[src/rtl/uirq_pkg.sv]
package uirq_pkg;
    localparam int NSRC = 5;

    localparam logic [3:0] CODE_LINE = 4'b0110;
    localparam logic [3:0] CODE_TMO  = 4'b1100;
    localparam logic [3:0] CODE_RXD  = 4'b0100;
    localparam logic [3:0] CODE_TXE  = 4'b0010;
    localparam logic [3:0] CODE_MDM  = 4'b0000;
    localparam logic [3:0] CODE_NONE = 4'b0001;

    // source index 0 is the most urgent
    function automatic logic [3:0] src_code(input int idx);
        case (idx)
            0:       return CODE_LINE;
            1:       return CODE_TMO;
            2:       return CODE_RXD;
            3:       return CODE_TXE;
            default: return CODE_MDM;
        endcase
    endfunction

    typedef struct packed {
        logic line;
        logic tmo;
        logic rxd;
        logic txe;
        logic mdm;
        logic txe_lvl;
    } pend_t;
endpackage

[src/rtl/uirq_prio.sv]
module uirq_prio
    import uirq_pkg::*;
(
    input  logic [NSRC-1:0] req,
    output logic [NSRC-1:0] grant,
    output logic [3:0]      code
);
    for (genvar i = 0; i < NSRC; i++) begin : g_grant
        if (i == 0) begin : g_top
            assign grant[i] = req[i];
        end else begin : g_low
            assign grant[i] = req[i] & ~(|req[i-1:0]);
        end
    end

    always_comb begin
        code = '0;
        for (int i = 0; i < NSRC; i++) begin
            if (grant[i]) code = code | src_code(i);
        end
        if (req == '0) code = CODE_NONE;
    end
endmodule

[src/rtl/uirq_timer.sv]
module uirq_timer #(
    parameter int CNT_W = 7
) (
    input  logic       clk,
    input  logic       rst_n,
    input  logic       tick,
    input  logic [1:0] word_len,
    input  logic       restart,
    output logic       expire
);
    logic [CNT_W-1:0] cnt_d, cnt_q;
    logic [CNT_W-1:0] limit;

    // four frames of (start + data + stop) plus twelve bit times
    assign limit = CNT_W'(40) + (CNT_W'(word_len) << 2);

    always_comb begin
        cnt_d  = cnt_q;
        expire = 1'b0;
        if (restart) begin
            cnt_d = '0;
        end else if (tick && cnt_q < limit) begin
            cnt_d  = cnt_q + 1'b1;
            expire = (cnt_d == limit);
        end
    end

    always_ff @(posedge clk or negedge rst_n) begin
        if (!rst_n) cnt_q <= '0;
        else        cnt_q <= cnt_d;
    end


    restart_zero_chk: assert property (@(posedge clk) disable iff (!rst_n)
        restart |=> (cnt_q == '0));

    hold_no_tick_chk: assert property (@(posedge clk) disable iff (!rst_n)
        (!tick && !restart) |=> $stable(cnt_q));
endmodule

[src/rtl/uirq_ident.sv]
module uirq_ident
    import uirq_pkg::*;
#(
    parameter int LVL_W = 5,
    parameter int CNT_W = 7
) (
    input  logic             clk,
    input  logic             rst_n,
    input  logic [NSRC-1:0]  src_en,
    input  logic [3:0]       lsr_evt,
    input  logic             lsr_rd,
    input  logic [LVL_W-1:0] rx_level,
    input  logic [LVL_W-1:0] rx_trig,
    input  logic             rx_push,
    input  logic             rhr_rd,
    input  logic [1:0]       word_len,
    input  logic             baud_tick,
    input  logic             tx_empty,
    input  logic             thr_wr,
    input  logic [3:0]       msr_evt,
    input  logic             msr_rd,
    input  logic             isr_rd,
    output logic [5:0]       id_status,
    output logic             irq
);
    pend_t q, d;
    logic  rx_empty, expire, restart;
    logic  [NSRC-1:0] req, grant;
    logic  [3:0] code;

    assign rx_empty = (rx_level == '0);
    assign restart  = rx_push | rhr_rd | rx_empty;

    uirq_timer #(.CNT_W(CNT_W)) u_timer (
        .clk      (clk),
        .rst_n    (rst_n),
        .tick     (baud_tick),
        .word_len (word_len),
        .restart  (restart),
        .expire   (expire)
    );

    assign req = src_en & {q.mdm, q.txe, q.rxd, q.tmo, q.line};

    uirq_prio u_prio (
        .req   (req),
        .grant (grant),
        .code  (code)
    );

    always_comb begin
        d = q;
        if (|lsr_evt)    d.line = 1'b1;
        else if (lsr_rd) d.line = 1'b0;

        if (|msr_evt)    d.mdm = 1'b1;
        else if (msr_rd) d.mdm = 1'b0;

        d.rxd = (rx_level >= rx_trig);

        if (rhr_rd || rx_empty) d.tmo = 1'b0;
        else if (expire)        d.tmo = 1'b1;

        if (thr_wr || (isr_rd && grant[3])) d.txe = 1'b0;
        else if (tx_empty && !q.txe_lvl)    d.txe = 1'b1;
        d.txe_lvl = tx_empty;
    end

    always_ff @(posedge clk or negedge rst_n) begin
        if (!rst_n) q <= '{line: 1'b0, tmo: 1'b0, rxd: 1'b0, txe: 1'b0,
                           mdm: 1'b0, txe_lvl: 1'b1};
        else        q <= d;
    end

    assign id_status = {2'b00, code};
    assign irq       = ~id_status[0];


    line_clear_chk: assert property (@(posedge clk) disable iff (!rst_n)
        (lsr_rd && lsr_evt == 4'b0) |=> !q.line);

    line_hold_chk: assert property (@(posedge clk) disable iff (!rst_n)
        (q.line && !lsr_rd) |=> q.line);

    mdm_clear_chk: assert property (@(posedge clk) disable iff (!rst_n)
        (msr_rd && msr_evt == 4'b0) |=> !q.mdm);

    thr_clear_chk: assert property (@(posedge clk) disable iff (!rst_n)
        thr_wr |=> !q.txe);

    txe_keep_chk: assert property (@(posedge clk) disable iff (!rst_n)
        (isr_rd && q.txe && code != CODE_TXE && !thr_wr) |=> q.txe);

    tmo_clear_chk: assert property (@(posedge clk) disable iff (!rst_n)
        rhr_rd |=> !q.tmo);
endmodule

[config.mk]
export PLATFORM = sky130hd
export DESIGN_NAME = uirq_ident
export DESIGN_NICKNAME = d
export VERILOG_FILES = /design/src/rtl/uirq_pkg.sv /design/src/rtl/uirq_prio.sv /design/src/rtl/uirq_timer.sv /design/src/rtl/uirq_ident.sv
export SDC_FILE = /design/constraint.sdc
export NUM_CORES = 1
export LEC_CHECK = 0
export BUFFER_PORTS_ARGS = -buffer_cell sky130_fd_sc_hd__buf_4
export CORE_ASPECT_RATIO = 0.7
export CORE_UTILIZATION = 47
export DETAILED_ROUTE_END_ITERATION = 10
export GPL_TIMING_DRIVEN = 0
export PLACE_DENSITY = 0.78
export SYNTH_ARGS = -nofsm -noshare
export SYNTH_HDL_FRONTEND = slang
export SYNTH_SLANG_ARGS = --single-unit
[constraint.sdc]
create_clock -name clk -period 1.9 [get_ports clk]
set_input_delay 0.095 -clock clk [delete_from_list [all_inputs] [get_ports clk]]
set_output_delay 0.095 -clock clk [all_outputs]
set_load 0.02 [all_outputs]
==> results of run 1 <==
==> cells in the mapped netlist <==
library cell | number | area [sq um]
or3_1 | 3 | 18.8
nor2_2 | 1 | 6.26
nand2b_1 | 3 | 18.8
o2bb2ai_1 | 1 | 8.76
a21o_1 | 4 | 30.0
xor2_1 | 2 | 17.5
conb_1 | 1 | 3.75
buf_2 | 1 | 5.00
buf_4 | 2 | 15.0
nand3_1 | 5 | 25.0
a41oi_1 | 1 | 8.76
and2_1 | 1 | 6.26
nor2b_1 | 1 | 6.26
nand3b_1 | 1 | 7.51
or2_2 | 2 | 12.5
clkbuf_1 | 2 | 7.51
xnor2_1 | 3 | 26.3
a31oi_1 | 2 | 12.5
nand3_2 | 1 | 10.0
dfrtp_1 | 12 | 300
a221oi_1 | 1 | 8.76
ha_1 | 9 | 113
or4_1 | 2 | 15.0
buf_6 | 1 | 11.3
o21ai_0 | 8 | 40.0
nor3_1 | 1 | 5.00
and3_1 | 1 | 6.26
and4_1 | 1 | 8.76
a2111oi_4 | 1 | 27.5
a21oi_1 | 4 | 20.0
inv_1 | 10 | 37.5
nor2_1 | 7 | 26.3
o31ai_1 | 1 | 7.51
a21oi_2 | 1 | 8.76
nor4_1 | 2 | 12.5
a221o_1 | 2 | 20.0
o22ai_1 | 2 | 12.5
dfstp_2 | 1 | 26.3
nand2_1 | 7 | 26.3
nand2b_4 | 1 | 13.8
==> routing by layer <==
metal | vias up | track usage | share of wire
li1 | 493 | - | -
met1 | 477 | 0.283 | 0.45
met2 | 37 | 0.385 | 0.49
met3 | 2 | 0.0581 | 0.054
met4 | 0 | 0.0366 | 0.0057
met5 | - | 0 | 0
==> critical path, cell delays in order, from the launching register on <==
cell and delay (ps):
dfrtp_1 440, ha_1 340, a2111oi_4 390, nor2_2 120
or3_1 330, a21oi_2 130
==> final cells by class <==
type	count	area [sq um]
Multi-Input combinational cell	84	601
Fill cell	145	513
Clock buffer	4	26.3
Timing Repair Buffer	45	353
Inverter	10	37.5
Buffer	5	35.0
Sequential cell	13	327
Tap cell	22	27.5
==> what timing repair did <==
item | 4_1_cts | 5_1_grt
endpoints found under the setup margin | 0 | 2
hold endpoints to repair | 18 | 0
hold buffers | 6 | 0
gates resized for setup | 0 | 2
==> power breakdown <==
part / internal, W / switching (W)
clock network: 0.0000814 / 0.0000943
logic: 0.0000954 / 0.0000730
registers: 0.000285 / 0.00000691
total: 0.000462 / 0.000174
==> cells by family (layout without fill, tap and decap cells) <==
family / Yosys count / after routing / share of synthesized area
AO/OA/AOI/OAI: 28 / 28 / 0.207
XOR/XNOR: 5 / 5 / 0.0441
adder cells (fa/ha/maj): 9 / 9 / 0.113
buffers and inverters: 16 / 64 / 0.0768
flip-flops: 13 / 13 / 0.329
other: 1 / 2 / 0.00377
AND/OR/NAND/NOR: 40 / 40 / 0.227
==> per-stage QoR <==
step                area [sq um]   util  std cells  setup WS, ps  total power, W
finish                      1410  0.733        183          80.3        0.000636
global route                1410  0.733        183          3.70        0.000671
CTS                         1400  0.731        184          86.6        0.000642
detailed placement          1320  0.686        174           103        0.000454
global placement            1320  0.686        174          92.5        0.000448
floorplan                    997      -        113           202        0.000366
==> state kept, by name (all words and copies together) (netlist names) <==
| name | cells |
|---|---|
| q | 6 |
| u_timer.cnt_q | 7 |
==> worst min path at each step <==
stage / from / endpoint / depth (start not counted)
finish: msr_evt[2] / q[1] / 3
floorplan: rst_n / q[1] / 0
global route: msr_evt[1] / q[1] / 3
detailed placement: rst_n / u_timer.cnt_q[6] / 1
global placement: rst_n / u_timer.cnt_q[6] / 1
CTS: msr_evt[2] / q[1] / 3
==> impl_metrics.ini, run 1 <==
[status]
status = finished, violations left
violations = design-rule violations

[floorplanning]
chipWidth_microns = 57.0
start_util = 0.518
die_y_microns = 40.5
die-area_sq_mm = 0.00230
core_sq_mm = 0.00192
ioPinCount = 42
fp-row-count = 13

[grt]
grt_pass1_vias = 799
grt_usage = 0.219
antenna_found_initial = 0
grt_pass1_wl_mm = 3.64
grt_max_degree = 14
grt-ovfl-total = 0

[placed_design]
port-buffer-count = 39
gp_congestion = 0.817
place_hpwl_mm = 1.95

[worst_setup_path]
rr_startpoint = u_timer.cnt_q[3]
crit_path_end = u_timer.cnt_q[3]
start_kind = register
ff2ff_path_depth = 5
reg2reg_to = u_timer.cnt_q[3]
crit_path_start = u_timer.cnt_q[3]
required_ps = 2110
path_class = reg2reg
cp.arrival_ps = 2030
rrSetupSlack_ps = 80
cp_max_fo = 7
end_kind = register

[sta]
rsz0062_at_grt = no
skew_ps = 2.13
setup_viol = 0
hold_viol_final = 0
period_needed_ps = 1820
fmax_mhz = 550
holdWs_ps = 10.7
finalSetupTns_ps = 0
slew_violations = 0
fin_crit_sh = 0.958

[final_layout]
layout_common_cells = buf_4, dfrtp_1, inv_1
num_antenna_cells = 0
drive_gt1_frac = 0.348
nets = 206
layout_commonest_cell = buf_4
syn_to_final_growth_pct = 41.6

[cts]
cts_tree = done
numClockSinks = 13
cts_made_buffers = 3
clockBufferDepth = 2
clk_latency_ps = 280
cts_root_buffer = clkbuf_4
path_clk_slew_ps = 80
post-cts-setup-buffers = 0
htree_levels = 1

[drt]
num_vias = 1009
drt_wl_total_mm = 2.47
wl_per_cell_microns = 13.5
drt_iter0_drc = 49
drcViolationCount = 3
first_pass_iters = 7
viasPerCell = 5.51
postRouteAntennaNets = 0

[synthesis]
synth-seq-cells = 13
syn_inst = 112
synth_area_sq_um = 993
postSynthAreaPerCell_sq_um = 8.87
ys_seq_area_frac = 0.329
yosys.cell_types.count = 40
yosysWarnings = 0

[pwr]
leakage_nw = 0.689
vdd_drop_max_uv = 336
cellPowerDensity_mw_per_mm2 = 452

[hold_path]
min_path_type = in2reg

[job]
max_cap_viol_count = 0
Note: power is estimated with default switching activity, not from simulation.
==> run 2: changes to the inputs <==
--- a/config.mk
+++ b/config.mk
@@ -7,10 +7,12 @@
 export LEC_CHECK = 0
 export BUFFER_PORTS_ARGS = -buffer_cell sky130_fd_sc_hd__buf_4
 export CORE_ASPECT_RATIO = 0.7
+export CORE_MARGIN = 2
 export CORE_UTILIZATION = 47
 export DETAILED_ROUTE_END_ITERATION = 10
 export GPL_TIMING_DRIVEN = 0
 export PLACE_DENSITY = 0.78
+export REMOVE_ABC_BUFFERS = 1
 export SYNTH_ARGS = -nofsm -noshare
 export SYNTH_HDL_FRONTEND = slang
 export SYNTH_SLANG_ARGS = --single-unit
==> run 2 against run 1 <==
  * The flow now finishes without violations
  * Maximum frequency about the same
  * Die area rose by 8.6%
  * Clock skew up 1.3 ps
  * Sequential power about the same
  * Cell area rose by 0.44%
==> impl_metrics.ini, run 2 (synthesized netlist as in run 1, its figures left out) <==
[floorplanning]
ioPinCount = 42
die_y_microns = 42.5
fp-row-count = 13
core_sq_mm = 0.00192
die-area_sq_mm = 0.00250
chipWidth_microns = 59.0
start_util = 0.518

[worst_setup_path]
rrSetupSlack_ps = 80
start_kind = register
path_class = reg2reg
reg2reg_to = u_timer.cnt_q[3]
required_ps = 2100
end_kind = register
cp.arrival_ps = 2020
rr_startpoint = u_timer.cnt_q[4]
ff2ff_path_depth = 6
cp_max_fo = 4

[drt]
viasPerCell = 5.43
num_vias = 983
wl_per_cell_microns = 13.2
first_pass_iters = 4
drcViolationCount = 0
drt_wl_total_mm = 2.39
drt_iter0_drc = 18
postRouteAntennaNets = 0

[final_layout]
nets = 204
layout_common_cells = buf_4, inv_1, dfrtp_1
drive_gt1_frac = 0.371
regMostFlops = u_timer.cnt_q
layout_commonest_cell = buf_4
syn_to_final_growth_pct = 42.2
nFillCells = 150
stdcell_area_sq_mm = 0.00141
seq_area_sq_um = 330
multi_input_comb_area_sq_um = 618
num_antenna_cells = 0
top_regs = u_timer.cnt_q x7, q x6
largest_register_ffs = 7
instances_no_fill = 181

[hold_path]
hold_end = q[1]
hold_depth = 2
hold_path.startpoint = msr_rd
min_path_type = in2reg

[grt]
antenna_found_initial = 0
grt_usage = 0.183
grt_pass1_vias = 857
grt-ovfl-total = 0
grt_max_degree = 14
grt_pass1_wl_mm = 3.53

[cts]
cts_made_buffers = 3
numClockSinks = 13
cts_root_buffer = clkbuf_4
path_clk_slew_ps = 80
htree_levels = 1
clk_latency_ps = 270
cts_tree = done
clockBufferDepth = 2

[pwr]
cellPowerDensity_mw_per_mm2 = 440
vdd_drop_max_uv = 334
leakage_nw = 0.680

[placed_design]
numPlacedInstances = 168
place_area_sq_mm = 0.00128
port-buffer-count = 39
place_hpwl_mm = 1.87
gp_congestion = 0.815

[status]
status = completed

[sta]
slew_violations = 0
hold_viol_final = 0
period_needed_ps = 1820
fmax_mhz = 549
finalSetupTns_ps = 0
skew_ps = 3.39
fin_crit_sh = 0.958
holdWs_ps = 2.64
setup_viol = 0

[job]
max_cap_viol_count = 0
run 2: timing repair:
action	CTS	global route
setup buffers	0	4
hold buffers	4	1
endpoints found under the setup margin	3	2
gates resized for setup	2	4
pin swaps	0	2
endpoints found under the hold margin	16	1
run 2: worst max-delay path by stage:
stage | from | slack, ps | to
2_1_floorplan | u_timer.cnt_q[4] | 90 | u_timer.cnt_q[3]
6_report | u_timer.cnt_q[4] | 80 | u_timer.cnt_q[3]
3_3_place_gp | u_timer.cnt_q[4] | -50 | u_timer.cnt_q[3]
3_5_place_dp | u_timer.cnt_q[4] | -80 | u_timer.cnt_q[3]
4_1_cts | u_timer.cnt_q[4] | 40 | u_timer.cnt_q[3]
5_1_grt | u_timer.cnt_q[0] | -20 | q[4]
run 2: final cells by class:
type,count,area share
Clock buffer,4,0.0186
Timing Repair Buffer,48,0.264
Tap cell,22,0.0195
Inverter,10,0.0266
Sequential cell,13,0.234
Multi-Input combinational cell,84,0.438
run 2: routing by layer:
metal  up-vias  track usage  share of wire
met1       464        0.232           0.44
met3         2       0.0525          0.052
met2        28        0.311           0.50
met4         0       0.0273         0.0067
met5         -            0              0
li1        489            -              -
run 2: per-stage QoR:
step	setup slack, ps	utilization	total power [W]
2_1_floorplan	94.2	-	0.000363
3_3_place_gp	-47.4	0.666	0.000444
3_5_place_dp	-82.0	0.666	0.000448
4_1_cts	37.3	0.703	0.000623
5_1_grt	-18.2	0.736	0.000658
6_report	79.2	0.736	0.000622
run 2: worst max-delay path, cell delays in order (launching register included):
cell     delay [ps]
dfrtp_2         440
ha_1            270
or2_2           300
a21oi_4         190
nor2_2           90
or3_1           340
a21oi_2         130
run 2: where the power goes:
| group | switching (W) | total [W] | internal [W] |
|---|---|---|---|
| clock | 0.0000844 | 0.000166 | 0.0000813 |
| combinational | 0.0000708 | 0.000164 | 0.0000933 |
| sequential | 0.00000682 | 0.000292 | 0.000285 |
